<file path="config.mk">
export PLATFORM = sky130hd
export DESIGN_NAME = sbus_arbiter
export DESIGN_NICKNAME = d
export VERILOG_FILES = /design/src/rtl/sba_pkg.sv /design/src/rtl/sba_idle_mon.sv /design/src/rtl/sba_frame_buf.sv /design/src/rtl/sba_tx_ctrl.sv /design/src/rtl/sbus_arbiter.sv
export SDC_FILE = /design/constraint.sdc
export NUM_CORES = 1
export LEC_CHECK = 0
export ABC_CLOCK_PERIOD_IN_PS = 6340
export BUFFER_PORTS_ARGS = -buffer_cell sky130_fd_sc_hd__buf_4
export CAP_MARGIN = 20
export CORE_MARGIN = 2
export CORE_UTILIZATION = 25
export CTS_CLUSTER_SIZE = 20
export DETAILED_ROUTE_END_ITERATION = 8
export PLACE_DENSITY_LB_ADDON = 0.12
export SLEW_MARGIN = 15
export SYNTH_ARGS = -nofsm -noshare
export SYNTH_HDL_FRONTEND = slang
export SYNTH_HIERARCHICAL = 1
export SYNTH_SLANG_ARGS = --single-unit
</file>
<file path="constraint.sdc">
create_clock -name clk -period 6.34 [get_ports clk]
set_input_delay 0.634 -clock clk [delete_from_list [all_inputs] [get_ports clk]]
set_output_delay 0.634 -clock clk [all_outputs]
set_load 0.005 [all_outputs]
</file>
<file path="src/rtl/sba_pkg.sv">
package sba_pkg;
  typedef enum logic {ST_WAIT, ST_SEND} tx_state_e;

  // A collision is any disagreement between the driven and the resolved bit.
  function automatic logic bit_clash(input logic sent, input logic seen);
    return sent ^ seen;
  endfunction
endpackage

</file>
<file path="src/rtl/sba_idle_mon.sv">
module sba_idle_mon #(
  parameter int IDLE_BITS    = 8,
  parameter int BACKOFF_BITS = 10,
  parameter int CNT_W        = $clog2(BACKOFF_BITS + 1)
) (
  input  logic             clk,
  input  logic             rst,
  input  logic             bit_en,
  input  logic             line_rx,
  input  logic             clr,
  input  logic             own_last,
  output logic [CNT_W-1:0] cnt,
  output logic             bus_idle,
  output logic             start_ok
);
  localparam logic [CNT_W-1:0] IDLE_THR = CNT_W'(IDLE_BITS);
  localparam logic [CNT_W-1:0] BACK_THR = CNT_W'(BACKOFF_BITS);

  function automatic logic [CNT_W-1:0] sat_inc(input logic [CNT_W-1:0] v);
    return (v >= BACK_THR) ? BACK_THR : v + 1'b1;
  endfunction

  always_ff @(posedge clk) begin
    if (rst)              cnt <= '0;
    else if (clr)         cnt <= '0;
    else if (bit_en) begin
      if (!line_rx)       cnt <= '0;
      else                cnt <= sat_inc(cnt);
    end
  end

  assign bus_idle = (cnt >= IDLE_THR);
  assign start_ok = (cnt >= (own_last ? BACK_THR : IDLE_THR));
endmodule

</file>
<file path="src/rtl/sba_frame_buf.sv">
module sba_frame_buf #(
  parameter int MAX_BITS = 32,
  parameter int LEN_W    = $clog2(MAX_BITS)
) (
  input  logic                clk,
  input  logic                rst,
  input  logic                frm_valid,
  input  logic [MAX_BITS-1:0] frm_data,
  input  logic [LEN_W-1:0]    frm_last,
  input  logic                release_frm,
  input  logic [LEN_W-1:0]    sel_idx,
  output logic                frm_ready,
  output logic                held,
  output logic                cur_bit,
  output logic [LEN_W-1:0]    last_idx
);
  logic [MAX_BITS-1:0] data_q;

  assign frm_ready = !held;

  always_ff @(posedge clk) begin
    if (rst) begin
      held     <= 1'b0;
      data_q   <= '0;
      last_idx <= '0;
    end else if (release_frm) begin
      held <= 1'b0;
    end else if (frm_valid && !held) begin
      held     <= 1'b1;
      data_q   <= frm_data;
      last_idx <= frm_last;
    end
  end

  assign cur_bit = data_q[sel_idx];
endmodule

</file>
<file path="src/rtl/sba_tx_ctrl.sv">
module sba_tx_ctrl
  import sba_pkg::*;
#(
  parameter int LEN_W = 5
) (
  input  logic             clk,
  input  logic             rst,
  input  logic             bit_en,
  input  logic             line_rx,
  input  logic             held,
  input  logic             start_ok,
  input  logic             cur_bit,
  input  logic [LEN_W-1:0] last_idx,
  output logic [LEN_W-1:0] sel_idx,
  output logic             line_tx,
  output logic             tx_active,
  output logic             coll_pulse,
  output logic             done_pulse,
  output logic             own_last,
  output logic             finish_now,
  output logic             clash_now
);
  tx_state_e        state;
  logic [LEN_W-1:0] idx;
  logic             launch_now;

  assign tx_active  = (state == ST_SEND);
  assign clash_now  = tx_active && bit_en && bit_clash(line_tx, line_rx);
  assign finish_now = tx_active && bit_en && !clash_now && (idx == last_idx);
  assign launch_now = !tx_active && bit_en && held && start_ok;
  assign sel_idx    = tx_active ? idx + 1'b1 : '0;

  always_ff @(posedge clk) begin
    if (rst) begin
      state      <= ST_WAIT;
      idx        <= '0;
      line_tx    <= 1'b1;
      coll_pulse <= 1'b0;
      done_pulse <= 1'b0;
      own_last   <= 1'b0;
    end else begin
      coll_pulse <= clash_now;
      done_pulse <= finish_now;
      if (launch_now) begin
        state    <= ST_SEND;
        idx      <= '0;
        line_tx  <= cur_bit;
        own_last <= 1'b0;
      end else if (clash_now) begin
        state   <= ST_WAIT;
        line_tx <= 1'b1;
      end else if (finish_now) begin
        state    <= ST_WAIT;
        line_tx  <= 1'b1;
        own_last <= 1'b1;
      end else if (tx_active && bit_en) begin
        idx     <= idx + 1'b1;
        line_tx <= cur_bit;
      end
    end
  end
endmodule

</file>
<file path="src/rtl/sbus_arbiter.sv">
module sbus_arbiter #(
  parameter int MAX_BITS     = 32,
  parameter int IDLE_BITS    = 8,
  parameter int BACKOFF_BITS = 10,
  parameter int LEN_W        = $clog2(MAX_BITS)
) (
  input  logic                clk,
  input  logic                rst,
  input  logic                bit_en,
  input  logic                line_rx,
  output logic                line_tx,
  input  logic                frm_valid,
  output logic                frm_ready,
  input  logic [MAX_BITS-1:0] frm_data,
  input  logic [LEN_W-1:0]    frm_last,
  output logic                bus_idle,
  output logic                tx_active,
  output logic                coll_pulse,
  output logic                done_pulse
);
  localparam int CNT_W = $clog2(BACKOFF_BITS + 1);

  logic [CNT_W-1:0] idle_cnt;
  logic             start_ok;
  logic             own_last;
  logic             finish_now;
  logic             clash_now;
  logic             held;
  logic             cur_bit;
  logic [LEN_W-1:0] last_idx;
  logic [LEN_W-1:0] sel_idx;

  sba_idle_mon #(
    .IDLE_BITS(IDLE_BITS), .BACKOFF_BITS(BACKOFF_BITS), .CNT_W(CNT_W)
  ) u_idle (
    .clk(clk), .rst(rst), .bit_en(bit_en), .line_rx(line_rx),
    .clr(finish_now), .own_last(own_last),
    .cnt(idle_cnt), .bus_idle(bus_idle), .start_ok(start_ok)
  );

  sba_frame_buf #(.MAX_BITS(MAX_BITS), .LEN_W(LEN_W)) u_buf (
    .clk(clk), .rst(rst), .frm_valid(frm_valid), .frm_data(frm_data),
    .frm_last(frm_last), .release_frm(finish_now), .sel_idx(sel_idx),
    .frm_ready(frm_ready), .held(held), .cur_bit(cur_bit), .last_idx(last_idx)
  );

  sba_tx_ctrl #(.LEN_W(LEN_W)) u_ctrl (
    .clk(clk), .rst(rst), .bit_en(bit_en), .line_rx(line_rx),
    .held(held), .start_ok(start_ok), .cur_bit(cur_bit), .last_idx(last_idx),
    .sel_idx(sel_idx), .line_tx(line_tx), .tx_active(tx_active),
    .coll_pulse(coll_pulse), .done_pulse(done_pulse), .own_last(own_last),
    .finish_now(finish_now), .clash_now(clash_now)
  );
endmodule

</file>
# ---- Yosys cells after proc, flatten, opt, wreduce, memory -nomap -nowiden
# Cells that the tools add are included.
dict set report totals {
  elab_cells 51
  inputBits 42
  out_inout_bits 6
  reg_bits 52
}
dict set report classes {
  eq_ne 1
  bitwise 3
  n_addsub 2
  n_lt_le_gt_ge 4
  n_reduce_logical 18
  n_mux 13
}
# op n
set op_table {}
lappend op_table {{greater-or-equal comparator 4 bit (second input constant)} 2}
lappend op_table {{logical AND 1 bit} 8}
lappend op_table {{2-to-1 mux 1 bit} 8}
lappend op_table {{2-to-1 mux 4 bit} 2}
lappend op_table {{< comparator 5 x 6 -> 1 bit (second input constant)} 1}
lappend op_table {{adder 5 x 1 -> 5 bit (second input constant)} 1}
lappend op_table {{binary-select mux 1 bit (select 5 bit)} 1}
lappend op_table {{== test 5 bit} 1}
lappend op_table {{2-to-1 mux 5 bit} 1}
lappend op_table {{adder 4 x 1 -> 4 bit (second input constant)} 1}
lappend op_table {{greater-or-equal comparator 4 bit} 1}
lappend op_table {{AND reduction 2 bit} 2}
lappend op_table {{nonzero test 4 bit} 1}
lappend op_table {{OR reduction 2 bit} 2}
lappend op_table {{zero test 1 bit} 3}
lappend op_table {{AND reduction 3 bit} 1}
lappend op_table {{nonzero test 3 bit} 1}
lappend op_table {{2-to-1 mux 2 bit} 1}
lappend op_table {{inverter 1 bit} 2}
lappend op_table {{bitwise XOR 1 bit} 1}

# ---- Depth between registers and ports, before layout
# Gate-level depths: netlist of run 1.
dict set report logic_depth {
  depth_word 8
  ltp_mapped 11
  mapped_depth_nobuf 11
}

# ---- Modules after synthesis
# The synthesis of run 1 kept the hierarchy.
# mod area_per_inst_um2 cells_each seq_area_each_um2 n_inst
set by_module_without_submodules {}
lappend by_module_without_submodules {sba_frame_buf 1626.6 207 760.7 1}
lappend by_module_without_submodules {sba_tx_ctrl 571.8 69 200.2 1}
lappend by_module_without_submodules {sba_idle_mon 264.0 30 80.1 1}

# ---- Worst setup path before layout of run 1
# OpenSTA, ideal clock, no wires.
dict set report synth_path {
  kind {register -> register}
  startpoint {register u_ctrl.idx[0]}
  endpoint {register u_ctrl.line_tx}
  t_required_ns 6.211
  path_stages_with_launch 12
  n_path_buf 2
  setup_ns 0.129
  setup_slack_ns 4.221
  t_arrival_ns 1.990
  period_less_slack_ns 2.119
  cell_sequence {dfxtp_1 -> ha_1 -> and2_1 -> buf_6 -> buf_12 -> mux2i_1 -> a22oi_1 -> nand3_1 -> nand2_1 -> a311o_1 -> nor4_1 -> a22oi_1}
}
dict set report synth_via {
  elab_chain_len 8
  elab_cells_between_ends 11
  classes_between {1 x add/sub; 1 x eq/ne; 7 x mux; 2 x reduce/logical}
}
# item line_no
set synth_lines {}
lappend synth_lines {{from (decl)} sba_tx_ctrl.sv:24} ;# logic [LEN_W-1:0] idx;
lappend synth_lines {{from (signal assigned)} sba_tx_ctrl.sv:57} ;# idx <= idx + 1'b1;
lappend synth_lines {{adder 5 x 1 -> 5 bit *} sba_tx_ctrl.sv:31} ;# assign sel_idx = tx_active ? idx + 1'b1 : '0;
lappend synth_lines {{2-to-1 mux 5 bit *} sba_tx_ctrl.sv:31}
lappend synth_lines {{named net sel_idx[1]} sbus_arbiter.sv:31} ;# logic [LEN_W-1:0] sel_idx;
lappend synth_lines {{binary-select mux 1 bit (select 5 bit) *} sba_frame_buf.sv:35} ;# assign cur_bit = data_q[sel_idx];
lappend synth_lines {{2-to-1 mux 1 bit (implied by the code) *} sba_frame_buf.sv:35}
lappend synth_lines {{named net cur_bit} sbus_arbiter.sv:29} ;# logic cur_bit;
lappend synth_lines {{2-to-1 mux 1 bit} sba_tx_ctrl.sv:56} ;# end else if (tx_active && bit_en) begin
lappend synth_lines {{2-to-1 mux 1 bit} sba_tx_ctrl.sv:52} ;# end else if (finish_now) begin
lappend synth_lines {{2-to-1 mux 1 bit} sba_tx_ctrl.sv:49} ;# end else if (clash_now) begin
lappend synth_lines {{2-to-1 mux 1 bit *} sba_tx_ctrl.sv:44} ;# if (launch_now) begin
lappend synth_lines {{to (signal assigned)} sba_tx_ctrl.sv:47} ;# line_tx <= cur_bit;
lappend synth_lines {{to (signal assigned)} sba_tx_ctrl.sv:58} ;# line_tx <= cur_bit;
lappend synth_lines {{to (decl)} sba_tx_ctrl.sv:15} ;# output logic line_tx,
# Mark *: on every way through the listed nets, which the timed path passes. The rest lies on a longest branch. The select of a mux whose other input is x is not followed.
# A chain may end at the register's enable or synchronous reset.

# ---- Worst setup path after layout of run 1
# Same ends and word-level chain as after synthesis.

==> reports/qor.yml, run 1 <==
drc: 0
drtIter0Drc: 73
portBuffers: 47
yosysSeqAreaShare: 0.423
totalPowerFinal_mw: 0.645
critPathKind: "reg -> reg"
cap_violations: 0
cp.arrival_ns: 2.98
worst-r2r-cell-count: 9
ir_worst_vdd_uv: 90.1
postRouteAntennaNets: 0
ys_ff_latch: 52
synth_area_mm2: 0.00246
cts_tree: "done"
clock_latency_ns: 0.30
worstMarginPinSlew_ns: 0.966
cp_top_family: "simple AND/OR/NAND/NOR gates"
core_area_mm2: 0.00968
drive_gt1_frac: 0.172
max_freq_mhz: 358
syn_inst: 306
rsz0062_at_grt: "false"
antenna_found_initial: 0
synth_cell_types: 40
vias_per_cell: 4.43
dpl.cell_count: 473
initial_core_util: 0.254
tns_ns: 0
grt.overflow.total: 0
synth_area_per_cell_um2: 8.05
worstReg2RegEnd: "u_ctrl/line_tx$_SDFFE_PP1P_"
hold_path_depth: 2
period_share: 0.441
finalHoldViolCount: 0
synth.largest_area_cell: "dfxtp_1"
clk_path_buf_depth: 2
fp.dieH_um: 103
dr_total_vias: 2133
track_usage: 0.116
final_core_utilization: 0.311
muxShareOfSynthArea: 0.0854
yosysWarnings: 6
status: "finished, final reports clean"
firstDrtPassIters: 4
synth_top_family_by_area: "simple AND/OR/NAND/NOR gates"
yosysMostFrequentCell: "nand2_1"
synth_edf_count: 0
skew_ns: 0.00508
cts-hold-fix-buffers: 0
period_minus_slack_ns: 2.79
grt_pass1_wl_um: 9640
antennaDiodeCount: 0
grt_max_degree: 46
whs_ns: 0.461
gp_congestion: 0.756
clk_pin_slew_ns: 0.10
cts-root-buf: "clkbuf_8"
holdCritPathClass: "reg -> reg"
dp_hpwl_um: 4270
cts_setup_buffers: 0
ys.flop_type: "dfxtp_1"
p_per_area_mw_per_mm2: 214
drv_slew: 0
io_pins: 48
rows: 36
synthTopCellsByCount: "88 x nand2_1, 52 x dfxtp_1, 43 x a21oi_1"
synth_xor_area_frac: 0.0320
routedWlPerCell_um: 12.4
first_global_vias: 1979
final_cells: 481
path_cells: "ha_1 > and2_1 > mux2i_1 > a22oi_1 > nand4b_1 > a21oi_1 > a311o_1 > nor4_1 > a22oi_1"
cpMostUsedCell: "a22oi_1"
cp_max_fo: 16
synth_fa_ha_area_frac: 0.0203
relSlewSlack: 0.356
reg2reg_slack_ns: 3.55
yosys.area.top_type_share: 0.423
max_stage_delay_ns: 0.76
area_growth_pct: 22.4
setup_viol: 0
yosys.area_share.simple: 0.229
rr_startpoint: "u_ctrl/idx[0]$_SDFFE_PP0P_"
ys_async_sr_fraction: 0
cts-resized-gates: 0
synth_compound_gate_area_share: 0.161
hold_start: "u_buf/data_q[18]$_SDFFE_PP0P_"
die_w_um: 103
path_buf_inv: 0
htree_levels: 2
synthTopCellsByArea: "dfxtp_1 42%, nand2_1 13%, a21oi_1 8.7%"
fp.dieArea_mm2: 0.0107
cts.sinks: 52
numCtsBuffers: 5
min_to: "u_buf/data_q[18]$_SDFFE_PP0P_"
start_kind: "flop"
cp.required_ns: 6.53
slowest_stage: "and2_1"
finalNetCount: 393
totalWireLength_um: 5950
p_leak_nw: 1.15
syn_nets: 352
cp-end-kind: "flop"
-- state kept, by name, summed over array words and instances (netlist names) --
name / count
u_ctrl/done_pulse: 1
u_buf/held: 1
u_idle/cnt: 4
u_ctrl/line_tx: 1
u_ctrl/idx: 5
u_buf/last_idx: 5
u_ctrl/tx_active: 1
u_ctrl/coll_pulse: 1
u_buf/data_q: 32
u_ctrl/own_last: 1
-- placed cells by master (no fill, tap or decap), drive strengths merged, types with 4 or more instances in the layout --
| cell type | instances |
|---|---|
| a21oi | 43 |
| nand2b | 6 |
| nor2 | 11 |
| xor2 | 7 |
| clkbuf | 6 |
| inv | 9 |
| nand2 | 88 |
| mux2i | 21 |
| nand3 | 6 |
| ha | 4 |
| a211oi | 5 |
| buf | 49 |
| a22oi | 5 |
| nor3 | 4 |
| dfxtp | 52 |
-- per-stage QoR --
| step | worst slack [ns] | cell area, µm² |
|---|---|---|
| finish | 3.55 | 3010 |
| global route | 3.35 | 3010 |
| CTS | 3.51 | 3010 |
| detailed placement | 3.53 | 2910 |
| global placement | 3.66 | 2910 |
| floorplan | 4.22 | 2460 |
-- kinds of logic after synthesis --
logic type	Yosys count
multiplexers	21
adder cells (fa/ha/maj)	4
AND/OR/NAND/NOR	129
buffers and inverters	24
flip-flops	52
XOR/XNOR	9
AO/OA/AOI/OAI	67
-- final cells by class --
type / instances / area [µm²]
inverters: 9 / 33.8
fillers: 1065 / 6670
repair buffers: 49 / 368
multi-input cells: 230 / 1300
clock buffers: 6 / 72.6
clock inverters: 2 / 35.0
well taps: 133 / 166
flip-flops and latches: 52 / 1040
-- tightest hold or removal path, stage by stage, from the launching register on --
cell	delay, ns
dfxtp_1	0.32
nand2_1	0.05
a21oi_1	0.05
-- report_power, final --
part	total [mW]	switching, mW	internal [mW]
clock network	0.227	0.110	0.117
registers	0.349	0.00818	0.341
logic	0.0686	0.0365	0.0321
total	0.645	0.155	0.490
-- worst max-delay path by stage --
stage / startpoint / end / slack, ns / cells past startpoint
final: u_ctrl/idx[0]$_SDFFE_PP0P_ / u_ctrl/line_tx$_SDFFE_PP1P_ / 3.55 / 9
after global routing: u_ctrl/idx[0]$_SDFFE_PP0P_ / u_ctrl/line_tx$_SDFFE_PP1P_ / 3.35 / 9
after CTS: u_ctrl/idx[0]$_SDFFE_PP0P_ / u_ctrl/line_tx$_SDFFE_PP1P_ / 3.51 / 9
after detailed placement: u_ctrl/idx[0]$_SDFFE_PP0P_ / u_ctrl/line_tx$_SDFFE_PP1P_ / 3.53 / 9
after global placement: u_ctrl/idx[0]$_SDFFE_PP0P_ / u_ctrl/line_tx$_SDFFE_PP1P_ / 3.66 / 9
after floorplan: u_ctrl/idx[0]$_SDFFE_PP0P_ / u_ctrl/line_tx$_SDFFE_PP1P_ / 4.22 / 11
-- per-layer routing --
layer / GRT usage / wire length (µm) / up-vias
li1: - / - / 1114
met5: 0 / 0 / -
met4: 0.0334 / 62 / 0
met3: 0.0228 / 206 / 4
met1: 0.152 / 2860 / 980
met2: 0.194 / 2820 / 35
(Power assumes the default switching activity.)
==> run 2: changes to the inputs <==
- ABC_CLOCK_PERIOD_IN_PS: 6340 -> 2300
- clock period: 6.34 -> 2.3 ns (I/O delays scaled with it)
==> run 2 against run 1 <==
Clock power grew 120%. Highest routed layer unchanged. Clock-buffer cell count shrank 1. Largest power group unchanged. Critical path type unchanged. Largest cell class unchanged. Routed wire length grew 0.71%. Non-clock buffer count grew 10. Final cell count grew 1.9%. Global-route usage grew 0.31 points. Die area is the same.
==> reports/qor.yml, run 2 (synthesis gave the netlist of run 1 again) <==
routedWlPerCell_um: 12.2  # was 12.4 µm
place_area_mm2: 0.00300  # was 0.00291 mm²
initial_core_util: 0.254  # unchanged
status: "finished, final reports clean"  # unchanged
path_buf_inv: 1  # was 0
p_switching_mw: 0.423  # was 0.155 mW
final_core_utilization: 0.323  # was 0.311
clock_latency_ns: 0.30  # about the same
cp_max_fo: 7  # was 16
p_comb_frac: 0.119  # was 0.106
fp.dieArea_mm2: 0.0107  # unchanged
core_area_mm2: 0.00968  # unchanged
rsz0062_at_grt: "false"  # unchanged
drv_slew: 0  # unchanged
worst-r2r-cell-count: 10  # was 9
fp.dieH_um: 103  # unchanged
p_leak_nw: 1.21  # was 1.15 nW
vias_per_cell: 4.36  # was 4.43
intPower_mw: 1.24  # was 0.490 mW
holdCritPathClass: "in -> reg"  # was reg -> reg
dp_hpwl_um: 4270  # about the same
numCtsBuffers: 5  # unchanged
grt_max_degree: 46  # unchanged
hold_start: "frm_data[11]"  # was u_buf/data_q[18]$_SDFFE_PP0P_
rows: 36  # unchanged
p_per_area_mw_per_mm2: 531  # was 214 mW/mm²
tns_ns: 0  # unchanged
max_stage_delay_ns: 0.33  # was 0.76 ns
dr_total_vias: 2135  # was 2,133
cpMostUsedCell: "a22oi_1"  # unchanged
layout_commonest_cell: "nand2_1"  # unchanged
crit_start: "u_ctrl/idx[0]$_SDFFE_PP0P_"  # unchanged
max_freq_mhz: 474  # was 358 MHz
start_kind: "flop"  # unchanged
grt.overflow.total: 0  # unchanged
cap_violations: 0  # unchanged
cts_tree: "done"  # unchanged
fin_area_mm2: 0.00313  # was 0.00301 mm²
period_minus_slack_ns: 2.11  # was 2.79 ns
drtIter0Drc: 92  # was 73
worstMarginPinSlew_ns: 0.507  # was 0.966 ns
power_frac_seq: 0.577  # was 0.541
slowest_stage: "dfxtp_1"  # was and2_1
first_global_vias: 2041  # was 1,979
period_share: 0.917  # was 0.441
cp.required_ns: 2.48  # was 6.53 ns
relSlewSlack: 0.662  # was 0.356
critPathKind: "reg -> reg"  # unchanged
reg2reg_slack_ns: 0.19  # was 3.55 ns
largest_reg_flops: 32  # unchanged
gp_congestion: 0.787  # was 0.756
rr_startpoint: "u_ctrl/idx[0]$_SDFFE_PP0P_"  # unchanged
cts-root-buf: "clkbuf_8"  # unchanged
finalHoldViolCount: 0  # unchanged
worstReg2RegEnd: "u_ctrl/line_tx$_SDFFE_PP1P_"  # unchanged
die_w_um: 103  # unchanged
ir_worst_vdd_uv: 241  # was 90.1 µV
skew_ns: 0.00899  # was 0.00508 ns
pwr-share-clk: 0.304  # was 0.352
cp-end-kind: "flop"  # unchanged
antennaDiodeCount: 0  # unchanged
finalNetCount: 403  # was 393
io_pins: 48  # unchanged
cp.arrival_ns: 2.29  # was 2.98 ns
min_to: "u_buf/data_q[11]$_SDFFE_PP0P_"  # was u_buf/data_q[18]$_SDFFE_PP0P_
firstDrtPassIters: 6  # was 4
setup_viol: 0  # unchanged
clk_pin_slew_ns: 0.10  # about the same
cp_top_family: "compound AO/OA/AOI/OAI gates"  # was simple AND/OR/NAND/NOR gates
drive_gt1_frac: 0.210  # was 0.172
totalWireLength_um: 5990  # was 5950 µm
cts-hold-fix-buffers: 0  # unchanged
grt_pass1_wl_um: 9930  # was 9640 µm
power.share.switching: 0.254  # was 0.240
postRouteAntennaNets: 0  # unchanged
hold_path_depth: 3  # was 2
clk_path_buf_depth: 2  # unchanged
path_cells: "ha_1 > and2_4 > clkbuf_16 > mux2i_1 > a22oi_1 > nand3_1 > nand2_1 > a311o_1 > nor4_2 > a22oi_1"  # was ha_1 > and2_1 > mux2i_1 > a22oi_1 > nand4b_1 > a21oi_1 > a311o_1 > nor4_1 > a22oi_1
largest-register: "u_buf/data_q"  # unchanged
layout_common_cells: "88 x nand2_1, 55 x buf_4, 52 x dfxtp_1"  # was 88 x nand2_1, 52 x dfxtp_1, 49 x buf_4
area_growth_pct: 27.2  # was 22.4%
track_usage: 0.119  # was 0.116
antenna_found_initial: 0  # unchanged
portBuffers: 47  # unchanged
drc: 0  # unchanged
reg.largest.list: "u_buf/data_q (32), u_buf/last_idx (5), u_ctrl/idx (5)"  # unchanged
htree_levels: 2  # unchanged
cts.sinks: 52  # unchanged
## run 2: worst reg2reg max path, stage by stage, from the launching register on
cell       delay (ns)
dfxtp_1          0.33
ha_1             0.29
and2_4           0.17
clkbuf_16        0.16
mux2i_1          0.25
a22oi_1          0.11
nand3_1          0.09
nand2_1          0.05
a311o_1          0.29
nor4_2           0.15
a22oi_1          0.12
## run 2: power groups by stage
stage | combinational [mW] | clock, mW | sequential [mW]
floorplan | 0.107 | 0 | 0.975
global placement | 0.201 | 0 | 0.985
detailed placement | 0.204 | 0 | 0.982
CTS | 0.204 | 0.532 | 0.962
global route | 0.226 | 0.561 | 0.967
finish | 0.198 | 0.507 | 0.960
## run 2: repair_timing
item,in CTS,in global routing
gates resized for setup,0,6
endpoints found under the hold margin,0,0
setup buffers,0,2
setup endpoints to repair,0,1
## run 2: per-stage QoR
| stage | hold WS (ns) | std cells | setup WS, ns | power (mW) |
|---|---|---|---|---|
| final | 0.162 | 490 | 0.192 | 1.66 |
| after global routing | 0.158 | 490 | 0.0504 | 1.75 |
| after CTS | 0.155 | 487 | 0.0345 | 1.70 |
| after detailed placement | 0.449 | 480 | 0.0279 | 1.19 |
| after global placement | 0.447 | 480 | 0.127 | 1.19 |
| after floorplan | 0.302 | 306 | 0.181 | 1.08 |
## run 2: worst max-delay path by stage
| stage | to | depth (start not counted) | slack, ns |
|---|---|---|---|
| global route | u_ctrl/idx[0]$_SDFFE_PP0P_ | 9 | 0.05 |
| global placement | u_ctrl/line_tx$_SDFFE_PP1P_ | 10 | 0.13 |
| detailed placement | u_ctrl/line_tx$_SDFFE_PP1P_ | 10 | 0.03 |
| floorplan | u_ctrl/line_tx$_SDFFE_PP1P_ | 11 | 0.18 |
| finish | u_ctrl/line_tx$_SDFFE_PP1P_ | 10 | 0.19 |
| CTS | u_ctrl/line_tx$_SDFFE_PP1P_ | 10 | 0.03 |
## run 2: layout make-up
| class | count | area, µm² |
|---|---|---|
| multi-input cells | 230 | 1310 |
| fillers | 1062 | 6550 |
| repair buffers | 59 | 498 |
| clock inverters | 2 | 12.5 |
| inverters | 9 | 33.8 |
| flip-flops and latches | 52 | 1040 |
| clock buffers | 5 | 68.8 |
| well taps | 133 | 166 |
## run 2: per-layer routing
layer	part of all wire	track usage	vias to the layer above
met5	0	0	-
met4	0.0080	0.0364	0
met3	0.035	0.0222	2
met2	0.46	0.186	39
met1	0.50	0.167	957
li1	-	-	1137
